**config.mk**
```make
export PLATFORM = sky130hd
export DESIGN_NAME = irda_sir_codec
export DESIGN_NICKNAME = d
export VERILOG_FILES = /design/src/rtl/irda_sir_pkg.sv /design/src/rtl/sir_tx_enc.sv /design/src/rtl/sir_rx_dec.sv /design/src/rtl/irda_sir_codec.sv
export SDC_FILE = /design/constraint.sdc
export NUM_CORES = 1
export LEC_CHECK = 0
export CAP_MARGIN = 20
export CORE_MARGIN = 10
export CORE_UTILIZATION = 61
export DETAILED_ROUTE_END_ITERATION = 12
export DONT_BUFFER_PORTS = 1
export PLACE_DENSITY = 0.77
export SETUP_SLACK_MARGIN = 0.4
export SLEW_MARGIN = 40
export SYNTH_ARGS = -nofsm -noshare
export SYNTH_HDL_FRONTEND = slang
export SYNTH_SLANG_ARGS = --single-unit
```
**constraint.sdc**
```tcl
create_clock -name clk -period 3.7 [get_ports clk]
set_clock_uncertainty 0.15 [all_clocks]
set_input_delay 0.74 -clock clk [delete_from_list [all_inputs] [get_ports clk]]
set_output_delay 0.74 -clock clk [all_outputs]
set_load 0.01 [all_outputs]
```
**src/rtl/irda_sir_pkg.sv**
```systemverilog
`timescale 1ns/1ps
package irda_sir_pkg;

  typedef enum logic [1:0] {
    RX_IDLE = 2'd0,
    RX_PEND = 2'd1,
    RX_ACT  = 2'd2
  } rx_state_e;

  // Effective prescaler: zero is promoted to one.
  function automatic int unsigned eff_div(input int unsigned d);
    return (d == 0) ? 1 : d;
  endfunction

  // Transmit pulse length in low-power mode, in system clock cycles.
  function automatic int unsigned lp_pulse_cycles(input int unsigned d,
                                                  input int unsigned periods);
    return periods * eff_div(d);
  endfunction

  // Minimum synchronized low length accepted in low-power mode.
  function automatic int unsigned lp_accept_cycles(input int unsigned d,
                                                   input int unsigned periods);
    return periods * eff_div(d) + 1;
  endfunction

endpackage

```
**src/rtl/sir_tx_enc.sv**
```systemverilog
`timescale 1ns/1ps
module sir_tx_enc
  import irda_sir_pkg::*;
#(
  parameter int DIV_W            = 8,
  parameter int TICKS_PER_BIT    = 16,
  parameter int PULSE_TICKS      = 3,
  parameter int LP_PULSE_PERIODS = 3,
  parameter int CW               = 11
) (
  input  logic             clk,
  input  logic             rst_n,
  input  logic             tick16,
  input  logic             lp_mode,
  input  logic [DIV_W-1:0] lp_div,
  input  logic             tx_nrz,
  output logic             ir_tx
);
  localparam int TW = $clog2(TICKS_PER_BIT);

  logic          busy_q;
  logic [TW-1:0] tick_q;
  logic [CW-1:0] lp_left_q;
  logic [CW-1:0] lp_len;
  logic          bit_edge;
  logic          start;

  always_comb begin
    lp_len   = CW'(lp_pulse_cycles(32'(lp_div), LP_PULSE_PERIODS));
    bit_edge = tick16 && (!busy_q || (tick_q == TW'(TICKS_PER_BIT - 1)));
    start    = bit_edge && !tx_nrz;
  end

  always_ff @(posedge clk or negedge rst_n) begin
    if (!rst_n) begin
      busy_q    <= 1'b0;
      tick_q    <= '0;
      lp_left_q <= '0;
    end else begin
      if (start) begin
        busy_q <= 1'b1;
        tick_q <= '0;
      end else if (bit_edge) begin
        busy_q <= 1'b0;
        tick_q <= '0;
      end else if (busy_q && tick16) begin
        tick_q <= tick_q + 1'b1;
      end
      if (start)
        lp_left_q <= lp_len;
      else if (lp_left_q != '0)
        lp_left_q <= lp_left_q - 1'b1;
    end
  end

  assign ir_tx = busy_q && (lp_mode ? (lp_left_q != '0)
                                    : (tick_q < TW'(PULSE_TICKS)));

endmodule

```
**src/rtl/sir_rx_dec.sv**
```systemverilog
`timescale 1ns/1ps
module sir_rx_dec
  import irda_sir_pkg::*;
#(
  parameter int DIV_W             = 8,
  parameter int TICKS_PER_BIT     = 16,
  parameter int LP_ACCEPT_PERIODS = 2,
  parameter int SYNC_STAGES       = 2,
  parameter int CW                = 11
) (
  input  logic             clk,
  input  logic             rst_n,
  input  logic             tick16,
  input  logic             lp_mode,
  input  logic [DIV_W-1:0] lp_div,
  input  logic             rx_ir,
  output logic             rx_nrz,
  output logic             line_low
);
  localparam int TW = $clog2(TICKS_PER_BIT);

  logic [SYNC_STAGES-1:0] sync_q;
  logic                   armed_q;
  rx_state_e              state_q;
  logic [TW-1:0]          tick_q;
  logic [CW-1:0]          low_q;
  logic [CW-1:0]          thr_m1;
  logic                   start;
  logic                   win_done;

  always_comb begin
    line_low = !sync_q[SYNC_STAGES-1];
    thr_m1   = CW'(lp_accept_cycles(32'(lp_div), LP_ACCEPT_PERIODS) - 1);
    start    = (state_q == RX_IDLE) && line_low && armed_q;
    win_done = (state_q != RX_IDLE) && tick16 &&
               (tick_q == TW'(TICKS_PER_BIT - 1));
  end

  always_ff @(posedge clk or negedge rst_n) begin
    if (!rst_n) begin
      sync_q  <= '1;
      armed_q <= 1'b1;
      state_q <= RX_IDLE;
      tick_q  <= '0;
      low_q   <= '0;
    end else begin
      sync_q <= {sync_q[SYNC_STAGES-2:0], rx_ir};
      if (!line_low)
        armed_q <= 1'b1;
      else if (start)
        armed_q <= 1'b0;
      if ((state_q != RX_IDLE) && tick16)
        tick_q <= tick_q + 1'b1;
      unique case (state_q)
        RX_IDLE: begin
          if (start) begin
            state_q <= lp_mode ? RX_PEND : RX_ACT;
            tick_q  <= '0;
            low_q   <= CW'(1);
          end
        end
        RX_PEND: begin
          if (win_done || !line_low)
            state_q <= RX_IDLE;
          else if (low_q == thr_m1)
            state_q <= RX_ACT;
          else
            low_q <= low_q + 1'b1;
        end
        RX_ACT: begin
          if (win_done)
            state_q <= RX_IDLE;
        end
        default: state_q <= RX_IDLE;
      endcase
    end
  end

  assign rx_nrz = (state_q != RX_ACT);

endmodule

```
**src/rtl/irda_sir_codec.sv**
```systemverilog
`timescale 1ns/1ps
module irda_sir_codec #(
  parameter int DIV_W             = 8,
  parameter int TICKS_PER_BIT     = 16,
  parameter int PULSE_TICKS       = 3,
  parameter int LP_PULSE_PERIODS  = 3,
  parameter int LP_ACCEPT_PERIODS = 2,
  parameter int SYNC_STAGES       = 2
) (
  input  logic             clk,
  input  logic             rst_n,
  input  logic             tick16,
  input  logic             lp_mode,
  input  logic [DIV_W-1:0] lp_div,
  input  logic             tx_nrz,
  input  logic             rx_ir,
  output logic             ir_tx,
  output logic             rx_nrz
);
  localparam int CW = DIV_W + $clog2(LP_PULSE_PERIODS + LP_ACCEPT_PERIODS + 1);

  logic rx_low_s;

  sir_tx_enc #(
    .DIV_W(DIV_W), .TICKS_PER_BIT(TICKS_PER_BIT), .PULSE_TICKS(PULSE_TICKS),
    .LP_PULSE_PERIODS(LP_PULSE_PERIODS), .CW(CW)
  ) u_tx (
    .clk(clk), .rst_n(rst_n), .tick16(tick16), .lp_mode(lp_mode),
    .lp_div(lp_div), .tx_nrz(tx_nrz), .ir_tx(ir_tx)
  );

  sir_rx_dec #(
    .DIV_W(DIV_W), .TICKS_PER_BIT(TICKS_PER_BIT),
    .LP_ACCEPT_PERIODS(LP_ACCEPT_PERIODS), .SYNC_STAGES(SYNC_STAGES), .CW(CW)
  ) u_rx (
    .clk(clk), .rst_n(rst_n), .tick16(tick16), .lp_mode(lp_mode),
    .lp_div(lp_div), .rx_ir(rx_ir), .rx_nrz(rx_nrz), .line_low(rx_low_s)
  );

endmodule

```
Word-level counts from Yosys, hierarchy flattened
Cells that the tools add are included.
- $add $sub $neg: 6
- $mul: 1
- $lt $le $gt $ge: 1
- equality and inequality tests: 11
- muxes and demuxes: 24
- reductions and logical operators: 24
- operators by type and width (operator ; count):
    11-bit 2-to-1 mux ; 5
    2-bit by 32-bit multiplier with 11-bit output (first input constant) ; 1
    4-bit 2-to-1 mux ; 6
    11-bit by 1-bit adder with 11-bit output (second input constant) ; 2
    11-bit one-hot mux with 2 select lines ; 1
    11-bit by 1-bit subtractor with 11-bit output (second input constant) ; 2
    11-bit equality test ; 1
    11-bit nonzero test ; 1
    2-bit 2-to-1 mux ; 5
    2-bit nonzero test ; 5
    4-bit by 1-bit adder with 4-bit output (second input constant) ; 2
    4-bit equality test (second input constant) ; 2
    1-bit logical AND ; 8
    8-bit logical NOT ; 1
    8-bit 2-to-1 mux ; 1
    2-bit != test (second input constant) ; 3
    2-bit one-hot mux with 3 select lines ; 1
    1-bit 2-to-1 mux ; 5
    4-bit by 2-bit < comparator with 1-bit output (second input constant) ; 1
    2-bit by 1-bit != test with 1-bit output (second input constant) ; 2
    4-bit AND reduction ; 1
    1-bit logical NOT ; 3
    3-bit by 1-bit != test with 1-bit output (second input constant) ; 1
    3-bit AND reduction ; 1
    other kinds (5) ; 6
- bits in registers: 36
- output and inout bits: 2
- logic and storage cells: 75

Logic depth before layout (Yosys ltp)
Gate-level depths: netlist (run 1).
- depth after elaboration: 8
- mapped depth: 12
- mapped depth without buffers: 12

Modules after synthesis
From an unflattened synthesis (run 1), not the netlist that was laid out.
- cells, all modules: 265
- area total of the unflattened synthesis: 2408.6 µm²
- modules (own cells, without submodules) (module ; instances ; cells each ; area each (µm²) ; seq. area each (µm²)):
    sir_tx_enc ; 1 ; 156 ; 1315.0 ; 400.4
    sir_rx_dec ; 1 ; 109 ; 1093.5 ; 504.2

Worst setup path after synthesis (run 1)
Ideal clock, no wire load.
- kind: input to register
- start: in lp_div[0]
- end: reg u_tx.lp_left_q[9]
- arrival time: 2.393 ns
- required time: 3.415 ns
- path slack: 1.023 ns
- stages: 11
- cells stage by stage: buf_2 nor2_2 nand4_2 and2_1 ha_1 o21ai_0 a21oi_1 o21ai_0 nand2b_1 a211oi_1 a21oi_1
- longest elaborated chain between the ends: 4
- ends and longest elaborated chain (element ; RTL line ; RTL):
    start, declared ; irda_sir_codec.sv:14 ; input logic [DIV_W-1:0] lp_div,
    8-bit logical NOT ; irda_sir_pkg.sv:12 ; return (d == 0) ? 1 : d;
    8-bit 2-to-1 mux (*) ; irda_sir_pkg.sv:12 ;
    2-bit by 32-bit multiplier with 11-bit output (*) ; irda_sir_pkg.sv:18 ; return periods * eff_div(d);
    11-bit 2-to-1 mux (*) ; sir_tx_enc.sv:49 ; if (start)
    end signal, assigned ; sir_tx_enc.sv:50 ; lp_left_q <= lp_len;
    end signal, assigned ; sir_tx_enc.sv:52 ; lp_left_q <= lp_left_q - 1'b1;
    end, declared ; sir_tx_enc.sv:23 ; logic [CW-1:0] lp_left_q;
Mark *: on every way between the ends. The rest lies on a longest branch, timed or not.
A chain may end at the register's enable or synchronous reset.

Final worst setup path (run 1)
- start: reg u_tx.lp_left_q[0]
- end: out ir_tx
- longest elaborated chain between the ends: 3
- ends and longest elaborated chain (element ; RTL line ; RTL):
    11-bit nonzero test ; sir_tx_enc.sv:56 ; assign ir_tx = busy_q && (lp_mode ? (lp_left_q != '0)
    1-bit 2-to-1 mux ; sir_tx_enc.sv:56 ;
    1-bit logical AND ; sir_tx_enc.sv:56 ;
    end, declared ; irda_sir_codec.sv:17 ; output logic ir_tx,
No other way between the ends.

==> out/qor.json, run 1 <==
{
  "postSynth.asyncResetShare_pct": 100,
  "synth-seq-cells": 36,
  "switching_share_pct": 34.4,
  "antenna-diode-count": 0,
  "timing.max_slew.rel_slack_pct": 54.4,
  "synthCells": 279,
  "final_layout_size_suffix_gt1_share_pct": 8.66,
  "drt_iter0_drc": 125,
  "combinational_fraction_of_design_power_pct": 30.4,
  "portBuffers": 0,
  "cts.sink_count": 36,
  "yosysTopAreaCell": "sky130_fd_sc_hd__dfrtp_1",
  "synth.distinct_cells": 56,
  "worst_ir_drop_vdd_mv": 0.364,
  "design.final.nets": 306,
  "area_growth_pct": 6.06,
  "outcome": "completed",
  "final_common_cell": "sky130_fd_sc_hd__dfrtp_1",
  "max-cap-violations": 0,
  "insertion_delay_ns": 0.29,
  "drtPass1Iterations": 4,
  "critical_path.top_delay_family": "simple AND/OR/NAND/NOR gates",
  "yosysWarningCount": 0,
  "die_width_um": 83.5,
  "worst-setup-path-type": "register to primary output",
  "final.period_utilization_pct": 78.6,
  "post-route-drc-count": 0,
  "critPathLaunchType": "register",
  "synth-seq-area-share_pct": 36.8,
  "cts_buffers": 5,
  "routed_wl_mm": 5.04,
  "route.detailed.wl_per_inst_um": 15.4,
  "r2r_cell_count": 6,
  "worst_setup_path_end_kind": "primary output",
  "cts_tree": "yes",
  "cts.htree.levels": 2,
  "routabilityCongestion": 0.914,
  "syn-cell-area_um2": 2460,
  "synth_top_cell_area_share_pct": 33.6,
  "grt_antenna_before_repair": 0,
  "required_ns": 2.81,
  "initial_core_util_pct": 62.3,
  "clk_pin_slew_ns": 0.07,
  "fp.dieH_um": 83.5,
  "power-per-cell-area_nw_per_um2": 528,
  "core_region_area_um2": 3940,
  "cts_resized": 0,
  "holdCritPathClass": "primary input to asynchronous set/reset pin",
  "die-area_um2": 6970,
  "worst_pin_slew_ns": 0.682,
  "synth.area.top_cells": "sky130_fd_sc_hd__dfrtp_1 34%, sky130_fd_sc_hd__ha_1 7.6%, sky130_fd_sc_hd__xor2_1 4.6%, sky130_fd_sc_hd__a21oi_1 3.5%, sky130_fd_sc_hd__o21ai_0 3.5%",
  "dominantRegCellSynth": "sky130_fd_sc_hd__dfrtp_1",
  "leakagePower_nw": 1.17,
  "dp_hpwl_mm": 3.72,
  "cp_num_buf_inv": 1,
  "timing_max_transition_violations_final": 0,
  "grt_start_max_net_pins": 34,
  "fp-row-count": 23,
  "hold_ws_ns": 0.119,
  "max_stage_delay_ns": 0.40,
  "layout_common_cells": "33 x sky130_fd_sc_hd__dfrtp_1, 21 x sky130_fd_sc_hd__nand2_1, 19 x sky130_fd_sc_hd__nor2_1",
  "finalCriticalPeriod_ns": 2.91,
  "post_drt_via_cell_ratio": 6.19,
  "syn_area_per_cell_um2": 8.81,
  "vias_in_the_first_global_route": 2024,
  "gr-usage-all-layers_pct": 15.2,
  "drt.antenna.violating_nets": 0,
  "clock-root-buffer": "sky130_fd_sc_hd__clkbuf_8",
  "vias": 2024,
  "final.setup.tns_ns": 0,
  "global_route_wire_length_before_repair_mm": 9.15,
  "synth-edff-count": 0,
  "cell_internal_pwr_w": 0.000903,
  "path_max_fanout": 12,
  "path_depth": 7,
  "global_route.overflow_total": 0,
  "worst_ep_arrival_time_ns": 2.02,
  "syn-num-nets": 309,
  "rsz_0062_raised_after_global_routing": "no",
  "ioPinCount": 16,
  "clock.fmax_ghz": 0.344,
  "share_clk_of_total_power_pct": 25.1,
  "final_util_pct": 66.1,
  "post-cts-setup-buffers": 0,
  "max-clock-path-buffers": 2,
  "critPathSlowestCell": "sky130_fd_sc_hd__or2_1",
  "sequentialPowerShare_pct": 44.6,
  "post-place-ws_ns": 0.707,
  "final-hold-violation-count": 0,
  "count_of_endpoints_failing_setup_in_the_final_report": 0,
  "final_worst_path_setup_slack_ns": 0.791,
  "reported_net_switching_power_w": 0.000474,
  "cp_cell_sequence": "inv_1, ha_1, nor2b_1, nand4b_1, or2_1, a21oi_1, nor2_1"
}
worst register-to-register path, cell delays in order (launching register included):
cell and delay [ns]:
sky130_fd_sc_hd__dfrtp_1 0.40, sky130_fd_sc_hd__ha_1 0.25, sky130_fd_sc_hd__nand3_1 0.14, sky130_fd_sc_hd__nand2_1 0.11, sky130_fd_sc_hd__nand3b_1 0.48, sky130_fd_sc_hd__a211oi_1 0.44
sky130_fd_sc_hd__a21oi_1 0.07
metal layers:
metal | vias to the layer above | share of wire, % | GRT usage (%)
met2 | 50 | 51 | 26.3
met3 | 11 | 4.3 | 4.10
li1 | 990 | - | -
met1 | 973 | 43 | 17.5
met5 | - | 0 | 0
met4 | 0 | 1.7 | 5.02
stage by stage:
step           instance area (µm²)  total power, W  std cells
2_1_floorplan                 2460        0.000939        279
3_3_place_gp                  2470         0.00101        318
6_report                      2610         0.00138        327
5_1_grt                       2610         0.00148        327
3_5_place_dp                  2470         0.00102        318
4_1_cts                       2610         0.00138        327
path summary, 6_finish.rpt:
kind                                   startpoint           endpoint  slack (ns)
worst max-delay path            u_tx.lp_left_q[0]              ir_tx        0.79
worst min register to register     u_rx.sync_q[0]     u_rx.sync_q[1]        0.21
max in group asynchronous                   rst_n     u_rx.low_q[10]        3.11
worst min-delay path                        rst_n        u_tx.busy_q        0.12
worst max register to register     u_tx.tick_q[0]  u_tx.lp_left_q[9]        1.52
min in group clk                   u_rx.sync_q[0]     u_rx.sync_q[1]        0.21
power by group through the flow:
stage,clock network (W),registers [W],logic [W]
after floorplan,0,0.000591,0.000348
after global placement,0,0.000612,0.000394
after detailed placement,0,0.000615,0.000409
after CTS,0.000352,0.000610,0.000422
after global routing,0.000371,0.000629,0.000484
final,0.000345,0.000614,0.000418
final cells by class:
cell class | count | area, µm²
Multi-Input combinational cell | 217 | 1450
Fill cell | 320 | 1340
Sequential cell | 36 | 905
Clock buffer | 5 | 68.8
Tap cell | 50 | 62.6
Inverter | 14 | 52.6
Clock inverter | 3 | 42.5
Timing Repair Buffer | 2 | 27.5
synthesized netlist by cell type, types with 4 or more instances:
master and instances:
sky130_fd_sc_hd__a21oi_1 17, sky130_fd_sc_hd__nor2_1 19, sky130_fd_sc_hd__dfrtp_1 33, sky130_fd_sc_hd__and2_1 5, sky130_fd_sc_hd__xor2_1 13, sky130_fd_sc_hd__a211oi_1 4
sky130_fd_sc_hd__nor2b_1 4, sky130_fd_sc_hd__o21ai_0 17, sky130_fd_sc_hd__nand2b_1 10, sky130_fd_sc_hd__o31ai_1 4, sky130_fd_sc_hd__buf_2 6, sky130_fd_sc_hd__nor3b_1 5
sky130_fd_sc_hd__clkbuf_1 6, sky130_fd_sc_hd__nand3_1 15, sky130_fd_sc_hd__ha_1 15, sky130_fd_sc_hd__inv_1 14, sky130_fd_sc_hd__nor3_1 7, sky130_fd_sc_hd__nand2_1 21
sky130_fd_sc_hd__xnor2_1 6, sky130_fd_sc_hd__a31oi_1 7
flip-flops by register name (all words and copies together), names as in the netlist:
name / cells
u_rx.armed_q: 1
u_rx.low_q: 11
u_rx.state_q: 2
u_rx.sync_q: 2
u_rx.tick_q: 4
u_tx.busy_q: 1
u_tx.lp_left_q: 11
u_tx.tick_q: 4
kinds of logic (layout without fill, tap and decap cells):
| logic type | Yosys count | count (layout) | share of synthesized area [%] |
|---|---|---|---|
| buffers and inverters | 26 | 24 | 4.28 |
| AOI/OAI and AO/OA | 69 | 69 | 17.8 |
| adders and majority gates | 16 | 16 | 8.45 |
| muxes | 4 | 4 | 1.68 |
| and+or+nand+nor | 109 | 109 | 24.2 |
| xor gates and xnor gates | 19 | 19 | 6.77 |
| DFF | 36 | 36 | 36.8 |
what timing repair did:
action                                 4_1_cts  5_1_grt
setup endpoints to repair                    0        0
endpoints found under the hold margin       33        0
hold buffers                                 1        0
No activity file was read; power rests on OpenSTA's default activity.
==> inputs of run 2 (changes only) <==
==> constraint.sdc (replaced) <==
create_clock -name clk -period 2.8 [get_ports clk]
set_clock_uncertainty 0.15 [all_clocks]
set_input_delay 0.56 -clock clk [delete_from_list [all_inputs] [get_ports clk]]
set_output_delay 0.56 -clock clk [all_outputs]
set_load 0.01 [all_outputs]
==> run 2 against run 1 <==
Against the previous run:
- register-to-register slack lost 0.83 ns
- non-clock buffer count is 10 higher
- critical path depth unchanged
- wire length is 6.1% higher
- clock power grew 30%
==> out/qor.json, run 2 (synthesized netlist as in run 1, its figures left out) <==
{
  "outcome": {"value": "completed", "change": "unchanged"},
  "post-place-ws": {"value": 0.196, "unit": "ns", "change": "was 0.707 ns"},
  "placedInstanceArea": {"value": 2530, "unit": "µm²", "change": "was 2470 µm²"},
  "finalNonFillerCells": {"value": 337, "change": "was 327"},
  "worst_setup_path_end_kind": {"value": "primary output", "change": "unchanged"},
  "core_region_area": {"value": 3940, "unit": "µm²", "change": "unchanged"},
  "final_design_area_no_fill": {"value": 2770, "unit": "µm²", "change": "was 2610 µm²"},
  "r2r_cell_count": {"value": 5, "change": "was 6"},
  "final_layout_size_suffix_gt1_share": {"value": 16.4, "unit": "%", "change": "was 8.66%"},
  "timing_max_transition_violations_final": {"value": 0, "change": "unchanged"},
  "max-clock-path-buffers": {"value": 2, "change": "unchanged"},
  "fp.dieH": {"value": 83.5, "unit": "µm", "change": "unchanged"},
  "grt_antenna_before_repair": {"value": 0, "change": "unchanged"},
  "rsz_0062_raised_after_global_routing": {"value": "yes", "change": "was no"},
  "area_growth": {"value": 12.6, "unit": "%", "change": "was 6.06%"},
  "reported_net_switching_power": {"value": 0.000659, "unit": "W", "change": "was 0.000474 W"},
  "sequentialPowerShare": {"value": 43.1, "unit": "%", "change": "was 44.6%"},
  "antenna-diode-count": {"value": 0, "change": "unchanged"},
  "vias_in_the_first_global_route": {"value": 2029, "change": "was 2024"},
  "die-area": {"value": 6970, "unit": "µm²", "change": "unchanged"},
  "num-fill-cells": {"value": 309, "change": "was 320"},
  "portBuffers": {"value": 0, "change": "unchanged"},
  "clk_pin_slew": {"value": 0.07, "unit": "ns", "change": "about the same"},
  "critical_path.endpoint": {"value": "ir_tx", "change": "unchanged"},
  "regToRegEndpoint": {"value": "u_rx.low_q[8]", "change": "was u_tx.lp_left_q[9]"},
  "top_registers": {"value": "u_rx.low_q (11), u_tx.lp_left_q (11)", "change": "unchanged"},
  "clock.fmax_ghz": 0.420,
  "dp_hpwl": {"value": 3.89, "unit": "mm", "change": "was 3.72 mm"},
  "global_route.overflow_total": {"value": 0, "change": "unchanged"},
  "vias": {"value": 2034, "change": "was 2024"},
  "cts_buffers": {"value": 5, "change": "unchanged"},
  "leakagePower": {"value": 1.22, "unit": "nW", "change": "was 1.17 nW"},
  "fp-row-count": {"value": 23, "change": "unchanged"},
  "required": {"value": 2.09, "unit": "ns", "change": "was 2.81 ns"},
  "clock-root-buffer": {"value": "sky130_fd_sc_hd__clkbuf_8", "change": "unchanged"},
  "post_drt_via_cell_ratio": {"value": 6.04, "change": "was 6.19"},
  "worst_ir_drop_vdd": {"value": 0.421, "unit": "mV", "change": "was 0.364 mV"},
  "final_util": {"value": 70.2, "unit": "%", "change": "was 66.1%"},
  "combinational_fraction_of_design_power": {"value": 33.3, "unit": "%", "change": "was 30.4%"},
  "initial_core_util": {"value": 62.3, "unit": "%", "change": "unchanged"},
  "power-per-cell-area": {"value": 688, "unit": "nW/µm²", "change": "was 528 nW/µm²"},
  "die_width": {"value": 83.5, "unit": "µm", "change": "unchanged"},
  "global_route_wire_length_before_repair": {"value": 9.28, "unit": "mm", "change": "was 9.15 mm"},
  "critPathLaunchType": {"value": "register", "change": "unchanged"},
  "route.detailed.wl_per_inst": {"value": 15.9, "unit": "µm", "change": "was 15.4 µm"},
  "finalCriticalPeriod_ns": 2.38,
  "cts.htree.levels": {"value": 2, "change": "unchanged"},
  "timing.max_slew.rel_slack": {"value": 59.7, "unit": "%", "change": "was 54.4%"},
  "routed_wl": {"value": 5.35, "unit": "mm", "change": "was 5.04 mm"},
  "cell_internal_pwr": {"value": 0.00125, "unit": "W", "change": "was 0.000903 W"},
  "final_worst_path_setup_slack": {"value": 0.420, "unit": "ns", "change": "was 0.791 ns"},
  "holdCritPathClass": {"value": "primary input to register", "change": "was primary input to asynchronous set/reset pin"},
  "share_clk_of_total_power": {"value": 23.6, "unit": "%", "change": "was 25.1%"},
  "worst-setup-path-type": {"value": "register to primary output", "change": "unchanged"},
  "max-cap-violations": {"value": 0, "change": "unchanged"},
  "worst_ep_arrival_time": {"value": 1.67, "unit": "ns", "change": "was 2.02 ns"},
  "final.setup.tns": {"value": 0, "unit": "ns", "change": "unchanged"},
  "path_max_fanout": {"value": 2, "change": "was 12"},
  "reg2reg_from": {"value": "u_rx.state_q[1]", "change": "was u_tx.tick_q[0]"},
  "count_of_endpoints_failing_setup_in_the_final_report": {"value": 0, "change": "unchanged"},
  "final_common_cell": {"value": "sky130_fd_sc_hd__dfrtp_1", "change": "unchanged"},
  "grt_start_max_net_pins": {"value": 37, "change": "was 34"},
  "drtPass1Iterations": {"value": 4, "change": "unchanged"},
  "switching_share": {"value": 34.6, "unit": "%", "change": "was 34.4%"},
  "placed_cells_incl_taps": {"value": 320, "change": "was 318"},
  "regToRegSetupSlack": {"value": 0.69, "unit": "ns", "change": "was 1.52 ns"},
  "design.final.nets": {"value": 316, "change": "was 306"},
  "final-hold-violation-count": {"value": 0, "change": "unchanged"},
  "drt_iter0_drc": {"value": 89, "change": "was 125"},
  "gr-usage-all-layers": {"value": 15.4, "unit": "%", "change": "was 15.2%"},
  "post-route-drc-count": {"value": 0, "change": "unchanged"},
  "final.period_utilization_pct": 85.0,
  "cts_tree": {"value": "yes", "change": "unchanged"},
  "layout_common_cells": {"value": "33 x sky130_fd_sc_hd__dfrtp_1, 20 x sky130_fd_sc_hd__nand2_1, 18 x sky130_fd_sc_hd__nor2_1", "change": "was 33 x sky130_fd_sc_hd__dfrtp_1, 21 x sky130_fd_sc_hd__nand2_1, 19 x sky130_fd_sc_hd__nor2_1"},
  "cts.sink_count": {"value": 36, "change": "unchanged"},
  "routabilityCongestion": {"value": 0.879, "change": "was 0.914"},
  "critPathLaunch": {"value": "u_tx.lp_left_q[0]", "change": "unchanged"},
  "insertion_delay": {"value": 0.29, "unit": "ns", "change": "about the same"},
  "ioPinCount": {"value": 16, "change": "unchanged"},
  "worst_pin_slew": {"value": 0.602, "unit": "ns", "change": "was 0.682 ns"},
  "drt.antenna.violating_nets": {"value": 0, "change": "unchanged"}
}
[run 2: metal layers]
| metal | global-route usage [%] | share of wire, % |
|---|---|---|
| met5 | 0 | 0 |
| met3 | 3.32 | 2.6 |
| met1 | 18.7 | 45 |
| met2 | 25.7 | 51 |
| met4 | 6.24 | 1.7 |
[run 2: critical path: stages (launching register included)]
cell and delay [ns]:
sky130_fd_sc_hd__dfrtp_1 0.39, sky130_fd_sc_hd__inv_2 0.07, sky130_fd_sc_hd__ha_2 0.18, sky130_fd_sc_hd__nor2b_4 0.14, sky130_fd_sc_hd__nand4b_1 0.11, sky130_fd_sc_hd__or2_4 0.26, sky130_fd_sc_hd__a21oi_2 0.15, sky130_fd_sc_hd__nor2_2 0.07
[run 2: timing repair]
action | 4_1_cts | 5_1_grt
gates resized for setup | 5 | 7
setup buffers | 1 | 6
endpoints found under the setup margin | 1 | 4
pin swaps | 2 | 6
hold buffers | 2 | 0
hold endpoints to repair | 36 | 0
[run 2: how the worst min path moves through the flow]
stage | from | to | slack, ns | cells past startpoint
2_1_floorplan | rst_n | u_rx.low_q[0] | 0.11 | 0
3_3_place_gp | rst_n | u_tx.tick_q[2] | 0.12 | 0
3_5_place_dp | rst_n | u_tx.tick_q[3] | 0.12 | 0
4_1_cts | rx_ir | u_rx.sync_q[0] | 0.11 | 0
5_1_grt | rx_ir | u_rx.sync_q[0] | 0.1 | 0
6_report | rx_ir | u_rx.sync_q[0] | 0.11 | 0
[run 2: power groups by stage]
stage	sequential, W	combinational [W]	clock, W
finish	0.000820	0.000635	0.000449
global route	0.000840	0.000721	0.000481
CTS	0.000811	0.000596	0.000457
detailed placement	0.000815	0.000559	0
global placement	0.000807	0.000537	0
floorplan	0.000781	0.000468	0
[run 2: final cells by class]
cell class	count	area [µm²]	share of cell area (%)
Clock buffer	6	72.6	2.62
Multi-Input combinational cell	217	1530	55.5
Inverter	14	52.6	1.90
Sequential cell	36	905	32.7
Clock inverter	2	35.0	1.27
Tap cell	50	62.6	2.26
Timing Repair Buffer	12	105	3.80
[run 2: through the flow]
step	power [W]	hold slack, ns
floorplan	0.00125	0.114
CTS	0.00186	0.110
global placement	0.00134	0.116
finish	0.00190	0.113
global route	0.00204	0.0975
detailed placement	0.00137	0.116
==> inputs of run 3 (changes only) <==
--- a/config.mk
+++ b/config.mk
@@ -5,6 +5,7 @@
 export SDC_FILE = /design/constraint.sdc
 export NUM_CORES = 1
 export LEC_CHECK = 0
+export ABC_AREA = 1
 export CAP_MARGIN = 20
 export CORE_MARGIN = 10
 export CORE_UTILIZATION = 61
==> constraint.sdc (replaced) <==
create_clock -name clk -period 2.31 [get_ports clk]
set_clock_uncertainty 0.15 [all_clocks]
set_input_delay 0.462 -clock clk [delete_from_list [all_inputs] [get_ports clk]]
set_output_delay 0.462 -clock clk [all_outputs]
set_load 0.01 [all_outputs]
==> run 3 against run 2 <==
Against the previous run:
- sequential cell count unchanged
- count of clock-buffer cells in the layout did not move
- sequential power grew 23%
- setup slack worse by 0.22 ns
- final area increased by 20%
- critical path type unchanged
- critical endpoint unchanged
- largest power group is now combinational cells
==> out/qor.json, run 3 <==
{
  "dominantRegCellSynth": {"value": "sky130_fd_sc_hd__dfrtp_1", "change": "unchanged"},
  "path_max_fanout": {"value": 3, "change": "was 2"},
  "synth_top_cell_area_share": {"value": 32.0, "unit": "%", "change": "was 33.6%"},
  "power-per-cell-area": {"value": 818, "unit": "nW/µm²", "change": "was 688 nW/µm²"},
  "timing.max_slew.rel_slack": {"value": 74.4, "unit": "%", "change": "was 59.7%"},
  "yosysTopAreaCell": {"value": "sky130_fd_sc_hd__dfrtp_1", "change": "unchanged"},
  "final_worst_path_setup_slack": {"value": 0.199, "unit": "ns", "change": "was 0.420 ns"},
  "grt_antenna_before_repair": {"value": 0, "change": "unchanged"},
  "area_growth": {"value": 29.0, "unit": "%", "change": "was 12.6%"},
  "final_layout_size_suffix_gt1_share": {"value": 28.5, "unit": "%", "change": "was 16.4%"},
  "critPathLaunchType": {"value": "register", "change": "unchanged"},
  "syn_area_per_cell": {"value": 7.08, "unit": "µm²", "change": "was 8.81 µm²"},
  "initial_core_util": {"value": 63.5, "unit": "%", "change": "was 62.3%"},
  "post_synth_xor_area_fraction": {"value": 4.42, "unit": "%", "change": "was 6.77%"},
  "routed_wl": {"value": 6.67, "unit": "mm", "change": "was 5.35 mm"},
  "final.setup.tns": {"value": 0, "unit": "ns", "change": "unchanged"},
  "final-hold-violation-count": {"value": 0, "change": "unchanged"},
  "share_of_synthesized_cell_area_in_full_adder_half_adder_and_majority_cells": {"value": 8.06, "unit": "%", "change": "was 8.45%"},
  "hold_ws": {"value": 0.119, "unit": "ns", "change": "was 0.113 ns"},
  "synth.distinct_cells": {"value": 33, "change": "was 56"},
  "cts_buffers": {"value": 5, "change": "unchanged"},
  "synth_simple_gate_area_share": {"value": 34.1, "unit": "%", "change": "was 24.2%"},
  "clock.fmax_ghz": 0.474,
  "cts.sink_count": {"value": 36, "change": "unchanged"},
  "gr-usage-all-layers": {"value": 17.0, "unit": "%", "change": "was 15.4%"},
  "cts.htree.levels": {"value": 2, "change": "unchanged"},
  "global_route_wire_length_before_repair": {"value": 10.4, "unit": "mm", "change": "was 9.28 mm"},
  "vias": {"value": 2465, "change": "was 2034"},
  "required": {"value": 1.70, "unit": "ns", "change": "was 2.09 ns"},
  "route.detailed.wl_per_inst": {"value": 15.1, "unit": "µm", "change": "was 15.9 µm"},
  "drt.antenna.violating_nets": {"value": 0, "change": "unchanged"},
  "fp-row-count": {"value": 23, "change": "unchanged"},
  "grt_start_max_net_pins": {"value": 37, "change": "unchanged"},
  "worst_setup_path_end_kind": {"value": "primary output", "change": "unchanged"},
  "synth-seq-cells": {"value": 36, "change": "unchanged"},
  "design.final.nets": {"value": 422, "change": "was 316"},
  "post-place-ws": {"value": 0.0166, "unit": "ns", "change": "was 0.196 ns"},
  "layout_common_cells": {"value": "76 x sky130_fd_sc_hd__nand2_1, 40 x sky130_fd_sc_hd__nor2_1, 32 x sky130_fd_sc_hd__inv_1", "change": "was 33 x sky130_fd_sc_hd__dfrtp_1, 20 x sky130_fd_sc_hd__nand2_1, 18 x sky130_fd_sc_hd__nor2_1"},
  "rsz_0062_raised_after_global_routing": {"value": "yes", "change": "unchanged"},
  "antenna-diode-count": {"value": 0, "change": "unchanged"},
  "post_drt_via_cell_ratio": {"value": 5.56, "change": "was 6.04"},
  "fp.dieH": {"value": 85, "unit": "µm", "change": "was 83.5 µm"},
  "final_common_cell": {"value": "sky130_fd_sc_hd__nand2_1", "change": "was sky130_fd_sc_hd__dfrtp_1"},
  "drt_iter0_drc": {"value": 201, "change": "was 89"},
  "clock-root-buffer": {"value": "sky130_fd_sc_hd__clkbuf_8", "change": "unchanged"},
  "synth-compound-area-share": {"value": 8.74, "unit": "%", "change": "was 17.8%"},
  "clk_pin_slew": {"value": 0.08, "unit": "ns", "change": "was 0.07 ns"},
  "drtPass1Iterations": {"value": 5, "change": "was 4"},
  "final.period_utilization_pct": 91.4,
  "synth_top_family_by_area": {"value": "simple AND/OR/NAND/NOR gates", "change": "unchanged"},
  "worst_ir_drop_vdd": {"value": 0.578, "unit": "mV", "change": "was 0.421 mV"},
  "outcome": {"value": "completed", "change": "unchanged"},
  "syn-cell-area": {"value": 2580, "unit": "µm²", "change": "was 2460 µm²"},
  "num-fill-cells": {"value": 257, "change": "was 309"},
  "worst-setup-path-type": {"value": "register to primary output", "change": "unchanged"},
  "postSynth.asyncResetShare": {"value": 100, "unit": "%", "change": "unchanged"},
  "timing_max_transition_violations_final": {"value": 0, "change": "unchanged"},
  "post-route-drc-count": {"value": 0, "change": "unchanged"},
  "count_of_endpoints_failing_setup_in_the_final_report": {"value": 0, "change": "unchanged"},
  "synth-edff-count": {"value": 0, "change": "unchanged"},
  "top_registers": {"value": "u_rx.low_q (11), u_tx.lp_left_q (11)", "change": "unchanged"},
  "global_route.overflow_total": {"value": 0, "change": "unchanged"},
  "synth.area.mux_share": {"value": 0, "unit": "%", "change": "was 1.68%"},
  "synth-seq-area-share": {"value": 35.1, "unit": "%", "change": "was 36.8%"},
  "vias_in_the_first_global_route": {"value": 2339, "change": "was 2029"},
  "routabilityCongestion": {"value": 0.912, "change": "was 0.879"},
  "netlist_top_cells_count": {"value": "82 x sky130_fd_sc_hd__nand2_1, 45 x sky130_fd_sc_hd__inv_1, 44 x sky130_fd_sc_hd__nor2_1", "change": "was 33 x sky130_fd_sc_hd__dfrtp_1, 21 x sky130_fd_sc_hd__nand2_1, 19 x sky130_fd_sc_hd__nor2_1"},
  "synthCells": {"value": 364, "change": "was 279"},
  "worst_pin_slew": {"value": 0.382, "unit": "ns", "change": "was 0.602 ns"},
  "synth.most_common_cell": {"value": "sky130_fd_sc_hd__nand2_1", "change": "was sky130_fd_sc_hd__dfrtp_1"},
  "synth.area.top_cells": {"value": "sky130_fd_sc_hd__dfrtp_1 32%, sky130_fd_sc_hd__nand2_1 12%, sky130_fd_sc_hd__ha_1 7.3%, sky130_fd_sc_hd__inv_1 6.6%, sky130_fd_sc_hd__nor2_1 6.4%", "change": "was sky130_fd_sc_hd__dfrtp_1 34%, sky130_fd_sc_hd__ha_1 7.6%, sky130_fd_sc_hd__xor2_1 4.6%, sky130_fd_sc_hd__a21oi_1 3.5%, sky130_fd_sc_hd__o21ai_0 3.5%"},
  "holdCritPathClass": {"value": "primary input to register", "change": "unchanged"},
  "max-cap-violations": {"value": 0, "change": "unchanged"},
  "finalCriticalPeriod_ns": 2.11,
  "leakagePower": {"value": 1.53, "unit": "nW", "change": "was 1.22 nW"},
  "core_region_area": {"value": 4060, "unit": "µm²", "change": "was 3940 µm²"},
  "max-clock-path-buffers": {"value": 2, "change": "unchanged"},
  "die-area": {"value": 7230, "unit": "µm²", "change": "was 6970 µm²"},
  "die_width": {"value": 85, "unit": "µm", "change": "was 83.5 µm"},
  "insertion_delay": {"value": 0.30, "unit": "ns", "change": "was 0.29 ns"},
  "yosysWarningCount": {"value": 0, "change": "unchanged"},
  "syn-num-nets": {"value": 394, "change": "was 309"},
  "cts_tree": {"value": "yes", "change": "unchanged"},
  "ioPinCount": {"value": 16, "change": "unchanged"},
  "portBuffers": {"value": 0, "change": "unchanged"},
  "worst_ep_arrival_time": {"value": 1.50, "unit": "ns", "change": "was 1.67 ns"},
  "dp_hpwl": {"value": 4.24, "unit": "mm", "change": "was 3.89 mm"}
}
[run 3: cell count changes in the layout (fill, tap and decap cells not counted), sizes merged, moves of 5 or more]
cell / delta
buf: +15
nor3b: -5
nand2b: -10
nand3: +17
clkinv: +6
nor2: +32
nand2: +68
inv: +35
and2: -6
a31oi: -6
nor3: +10
[run 3: final timing paths]
kind	startpoint	to	slack [ns]	depth (start not counted)
setup / recovery	u_tx.lp_left_q[7]	ir_tx	0.20	6
hold / removal	tick16	u_tx.tick_q[0]	0.12	1
setup reg to reg	u_tx.lp_left_q[7]	u_tx.lp_left_q[2]	0.24	12
hold reg to reg	u_rx.sync_q[0]	u_rx.sync_q[1]	0.21	0
max in group asynchronous	rst_n	u_rx.sync_q[0]	1.30	2
min in group asynchronous	rst_n	u_tx.lp_left_q[1]	0.45	2
[run 3: report_power, final]
part | internal, W | leakage (nW) | total, W | switching, W
sequential | 0.000829 | 0.449 | 0.00101 | 0.000183
clock | 0.000244 | 0.0516 | 0.000491 | 0.000247
combinational | 0.000487 | 1.03 | 0.00122 | 0.000731
[run 3: worst max-delay path: stages (launching register included)]
cell                       delay [ns]
sky130_fd_sc_hd__dfrtp_1         0.44
sky130_fd_sc_hd__nor2_1          0.15
sky130_fd_sc_hd__nand2_1         0.13
sky130_fd_sc_hd__nor3_4          0.22
sky130_fd_sc_hd__nand2_2         0.10
sky130_fd_sc_hd__inv_2           0.09
sky130_fd_sc_hd__a211oi_4        0.08
[run 3: area by class of cell]
cell class | instances | area (µm²) | share of cell area, %
clock buffer | 6 | 82.6 | 2.48
clock inverter | 2 | 13.8 | 0.414
inverter | 54 | 317 | 9.52
multi-input combinational | 267 | 1700 | 51.0
sequential | 36 | 908 | 27.3
tap | 50 | 62.6 | 1.88
timing repair buffer | 28 | 246 | 7.41
[run 3: metal layers]
layer	vias to the layer above	track usage (%)	wire length (µm)
li1	1212	-	-
met1	1165	19.8	2730
met2	69	29.5	3450
met3	19	4.11	352
met4	0	5.84	137
met5	-	0	0
[run 3: logic make-up after synthesis]
group / after synthesis
xor+xnor: 13
fa+ha+maj: 16
buf+inv: 61
flops: 36
compound gates: 43
simple gates: 195
[run 3: repair_timing]
item / in CTS / in global routing
buffers inserted: 11 / 11
hold buffers: 3 / 0
resized for setup: 29 / 37
pin swaps: 21 / 15
setup endpoints to repair: 7 / 22
gates cloned: 0 / 0
endpoints found under the hold margin: 37 / 0
[run 3: through the flow]
step,power [W],cells,area [µm²],utilization [%]
finish,0.00272,443,3330,82.0
global route,0.00293,443,3330,82.0
CTS,0.00258,432,3070,75.6
detailed placement,0.00195,410,2750,67.7
global placement,0.00191,410,2750,67.7
floorplan,0.00177,364,2700,-
